File: config.mk
export PLATFORM = sky130hd
export DESIGN_NAME = wmask_ctrl_reg
export DESIGN_NICKNAME = d
export VERILOG_FILES = /design/src/rtl/wmask_pkg.sv /design/src/rtl/wmask_decode.sv /design/src/rtl/wmask_bit_cell.sv /design/src/rtl/wmask_readback.sv /design/src/rtl/wmask_ctrl_reg.sv
export SDC_FILE = /design/constraint.sdc
export NUM_CORES = 1
export LEC_CHECK = 0
export ABC_AREA = 1
export CAP_MARGIN = 20
export CELL_PAD_IN_SITES_DETAIL_PLACEMENT = 1
export CELL_PAD_IN_SITES_GLOBAL_PLACEMENT = 2
export CORE_MARGIN = 5
export CORE_UTILIZATION = 21
export CTS_CLUSTER_SIZE = 20
export DETAILED_ROUTE_END_ITERATION = 8
export PLACE_DENSITY = 0.91
export SYNTH_ARGS = -nofsm -noshare
export SYNTH_HDL_FRONTEND = slang
export SYNTH_SLANG_ARGS = --single-unit
export TNS_END_PERCENT = 30
File: constraint.sdc
create_clock -name clk -period 2.9 [get_ports clk]
set_clock_uncertainty 0.05 [all_clocks]
set_input_delay 0.435 -clock clk [delete_from_list [all_inputs] [get_ports clk]]
set_output_delay 0.435 -clock clk [all_outputs]
set_load 0.005 [all_outputs]
File: src/rtl/wmask_pkg.sv
package wmask_pkg;

  localparam int unsigned WM_BUS_W   = 32;
  localparam int unsigned WM_ADDR_W  = 8;
  localparam int unsigned WM_NUM_CTL = 16;

  // Selects the new value of one control bit from its enable and data.
  function automatic logic merge_bit(input logic old_v, input logic en, input logic val);
    return en ? val : old_v;
  endfunction

endpackage

File: src/rtl/wmask_decode.sv
module wmask_decode #(
  parameter int unsigned ADDR_W   = wmask_pkg::WM_ADDR_W,
  parameter int unsigned DATA_W   = wmask_pkg::WM_BUS_W,
  parameter int unsigned NUM_CTRL = wmask_pkg::WM_NUM_CTL,
  parameter logic [ADDR_W-1:0] REG_ADDR = 8'h10
) (
  input  logic [ADDR_W-1:0]   addr,
  input  logic [DATA_W-1:0]   wdata,
  input  logic                we,
  output logic [NUM_CTRL-1:0] bit_en,
  output logic [NUM_CTRL-1:0] bit_val,
  output logic                rd_sel
);
  localparam int unsigned HALF = DATA_W / 2;

  logic wr_hit;

  always_comb begin
    rd_sel = (addr == REG_ADDR);
    wr_hit = we & rd_sel;
  end

  for (genvar i = 0; i < NUM_CTRL; i++) begin : g_lane
    always_comb begin
      bit_en[i]  = wr_hit & wdata[HALF + i];
      bit_val[i] = wdata[i];
    end
  end

endmodule

File: src/rtl/wmask_bit_cell.sv
module wmask_bit_cell (
  input  logic clk,
  input  logic rst,
  input  logic upd_en,
  input  logic upd_val,
  output logic q
);
  always_ff @(posedge clk) begin
    if (rst) q <= 1'b0;
    else     q <= wmask_pkg::merge_bit(q, upd_en, upd_val);
  end
endmodule

File: src/rtl/wmask_readback.sv
module wmask_readback #(
  parameter int unsigned DATA_W   = wmask_pkg::WM_BUS_W,
  parameter int unsigned NUM_CTRL = wmask_pkg::WM_NUM_CTL
) (
  input  logic                clk,
  input  logic                rst,
  input  logic                rd_sel,
  input  logic [NUM_CTRL-1:0] ctrl,
  output logic [DATA_W-1:0]   rdata
);
  always_ff @(posedge clk) begin
    if (rst)         rdata <= '0;
    else if (rd_sel) rdata <= DATA_W'(ctrl);
    else             rdata <= '0;
  end
endmodule

File: src/rtl/wmask_ctrl_reg.sv
module wmask_ctrl_reg #(
  parameter int unsigned ADDR_W   = wmask_pkg::WM_ADDR_W,
  parameter int unsigned DATA_W   = wmask_pkg::WM_BUS_W,
  parameter int unsigned NUM_CTRL = wmask_pkg::WM_NUM_CTL,
  parameter logic [ADDR_W-1:0] REG_ADDR = 8'h10
) (
  input  logic                clk,
  input  logic                rst,
  input  logic [ADDR_W-1:0]   bus_addr,
  input  logic [DATA_W-1:0]   bus_wdata,
  input  logic                bus_we,
  output logic [DATA_W-1:0]   bus_rdata,
  output logic [NUM_CTRL-1:0] ctrl_out
);
  logic [NUM_CTRL-1:0] bit_en;
  logic [NUM_CTRL-1:0] bit_val;
  logic                rd_sel;

  wmask_decode #(
    .ADDR_W(ADDR_W), .DATA_W(DATA_W), .NUM_CTRL(NUM_CTRL), .REG_ADDR(REG_ADDR)
  ) dec_i (
    .addr(bus_addr), .wdata(bus_wdata), .we(bus_we),
    .bit_en(bit_en), .bit_val(bit_val), .rd_sel(rd_sel)
  );

  for (genvar i = 0; i < NUM_CTRL; i++) begin : g_cell
    wmask_bit_cell cell_i (
      .clk(clk), .rst(rst), .upd_en(bit_en[i]), .upd_val(bit_val[i]), .q(ctrl_out[i])
    );
  end

  wmask_readback #(.DATA_W(DATA_W), .NUM_CTRL(NUM_CTRL)) rb_i (
    .clk(clk), .rst(rst), .rd_sel(rd_sel), .ctrl(ctrl_out), .rdata(bus_rdata)
  );

endmodule

==> metrics.md <==
| Metric | Value |
|---|---|
| M1 WL | `1620 um` |
| Max Used Layer | `met4` |
| Die H | `98.7 um` |
| Worst setup margin | `1140 ps` |
| Peak supply drop | `0.000133 V` |
| WHS Path Cells | `2` |
| Num Clock Sinks | `32` |
| # DRC | `0` |
| Ports | `91` |
| Mapped Area | `1650 um2` |
| Leakage dissipation | `1.01 nW` |
| WL per Instance | `11.3 um` |
| Core region area | `7690 um2` |
| Sequential area share after synthesis | `38.8%` |
| FP Rows | `32` |
| Syn_area_per_cell | `7.27 um2` |
| Post-DP HPWL | `3430 um` |
| Hold Path End | `rb_i.rdata[15]` |
| Setup violations, final | `0` |
| Worst r2r path cells | `4` |
| Post-cts resize count | `0` |
| R2R Path End | `g_cell[3].cell_i.q` |
| Final Total Pwr | `0.000890 W` |
| Post-CTS setup repair buffer count | `0` |
| H-tree levels | `2` |
| Die Wd | `98.7 um` |
| Post-Place Cell Area | `2300 um2` |
| Met3 WL | `319 um` |
| Skew-Pair Late Insertion Delay | `270 ps` |
| Critical path class | `input port to register` |
| Total GRT Usage | `8.87%` |
| Hold path start | `g_cell[15].cell_i.q` |
| Critical Path RT | `3070 ps` |
| Full die area | `9730 um2` |
| Layout cell share with drive strength beyond 1 | `8.36%` |
| Cell Pwr Density | `372 nW/um2` |
| Vias in the first global route | `1466` |
| Startpoint types | `input port` |
| Pins Over Slew Limit | `0` |
| Crit-path max FO | `18` |
| Remaining global-route overflow | `0` |
| Port Buffers | `74` |
| Outcome | `completed` |
| Worst Hold Class | `register to register` |
| Post-Place Worst Slack | `826 ps` |
| Vias per inst | `3.70` |
| Final instance area | `2390 um2` |
| Final hold vios | `0` |
| Detailed Route WL | `4380 um` |
| CTS tree | `done` |
| CTS Buf Count | `5` |
| Max-cap violation count | `0` |
| Global-route wire length before repair | `6910 um` |
| Synth Instances | `227` |
| Initial Util | `21.5%` |
| Clock Path Buffers | `2` |
| Worst EP arrival | `1930 ps` |
| Root Driver | `clkbuf_8` |
| Achievable Freq | `567 MHz` |
| DR iter-0 viols | `36` |
| Post-layout util | `31.1%` |
| Final Cycle Share | `60.8%` |
| R2r setup slk | `2200 ps` |
| RSZ-0062 raised after global routing | `false` |
| Crit path time final | `1760 ps` |
| TNS Setup | `0 ps` |
| Hold bufs inserted after CTS | `0` |
| Number of synthesized register bits | `32` |
| Detailed-route via count | `1438` |
| # nets final | `329` |
| CP endpoint kind | `register` |
| DRT antenna net count | `0` |
| Reg2reg start | `g_cell[3].cell_i.q` |
| Worst-path clk slew | `70 ps` |
| Met2 Routed Length | `2380 um` |
| Routability cong. | `0.661` |
| Warnings, synthesis | `0` |
| Number of library cell types mapped by synthesis | `17` |
| P&R area growth vs syn | `44.9%` |
| Largest net degree at the start of global routing | `33` |
| Iteration count of the initial detailed-routing pass | `2` |
| Diode count | `0` |
| Initial antenna violation count | `0` |
## layer usage
metal  vias up  track usage, %
li1        740               -
met1       645            8.47
met3         4            2.55
met4         0            4.10
met2        49            17.3
met5         -               0
## where the power goes
| group | switching [W] | total, W | internal (W) |
|---|---|---|---|
| clock | 0.000158 | 0.000352 | 0.000193 |
| combinational | 0.0000401 | 0.0000983 | 0.0000581 |
| sequential | 0.000000140 | 0.000440 | 0.000440 |
| total | 0.000198 | 0.000890 | 0.000691 |
## worst max-delay path, stage by stage
cell	delay (ps)
clkdlybuf4s50_1	460
inv_1	40
nor2_2	80
nand2_2	90
nor2_8	230
buf_4	290
nand3_1	90
nand2_1	70
inv_1	30
nor2_1	100
## registers in the layout (all words and copies together), names as in the netlist
name,cells
rb_i.rdata,16
g_cell.cell_i.q,16
## cell type report
type	count	area, um2
timing repair buffer	77	763
clock buffer	8	90.1
fill	948	5300
sequential	32	641
tap	102	128
multi-input combinational	120	582
inverter	50	188
## through the flow
stage               std cells  hold slack, ps
finish                    389             404
global route              389             431
CTS                       389             411
detailed placement        381             401
global placement          381             401
floorplan                 242             381
## cell families after synthesis
logic type / Yosys count / share of synthesized area (%)
AND/OR/NAND/NOR: 104 / 31.6
buffers and inverters: 90 / 29.3
flip-flops: 32 / 38.8
other: 1 / 0.227
## cells in the mapped netlist, drive strengths merged
library cell	n	share of area, %
buf	38	18
clkbuf	2	0.46
clkinv	1	0.23
conb	1	0.23
dfxtp	32	39
inv	49	11
nand2	35	8.4
nand3	16	7.3
nand4	16	6.1
nor2	37	9.9
## placed cells by master (no fill, tap or decap)
| cell type | n |
|---|---|
| clkbuf_8 | 6 |
| buf_4 | 3 |
| dfxtp_1 | 32 |
| nand2_1 | 32 |
| nor2_1 | 33 |
| clkinv_1 | 1 |
| nand3_1 | 8 |
| nand3_2 | 8 |
| nand2_2 | 3 |
| inv_1 | 49 |
| nor2_8 | 1 |
| conb_1 | 16 |
| clkbuf_1 | 2 |
| clkdlybuf4s50_1 | 74 |
| nand4_1 | 16 |
| nor2_2 | 3 |
## how the worst max path moves through the flow
stage                      startpoint                   to  cells past startpoint
after global routing      bus_addr[4]   g_cell[2].cell_i.q                     10
final                     bus_addr[4]   g_cell[3].cell_i.q                     10
after detailed placement  bus_addr[4]   g_cell[3].cell_i.q                     10
after CTS                 bus_addr[4]   g_cell[3].cell_i.q                     10
after global placement    bus_addr[4]        rb_i.rdata[3]                      7
after floorplan           bus_addr[1]  g_cell[12].cell_i.q                      7
No activity file was read; power rests on OpenSTA's default activity.
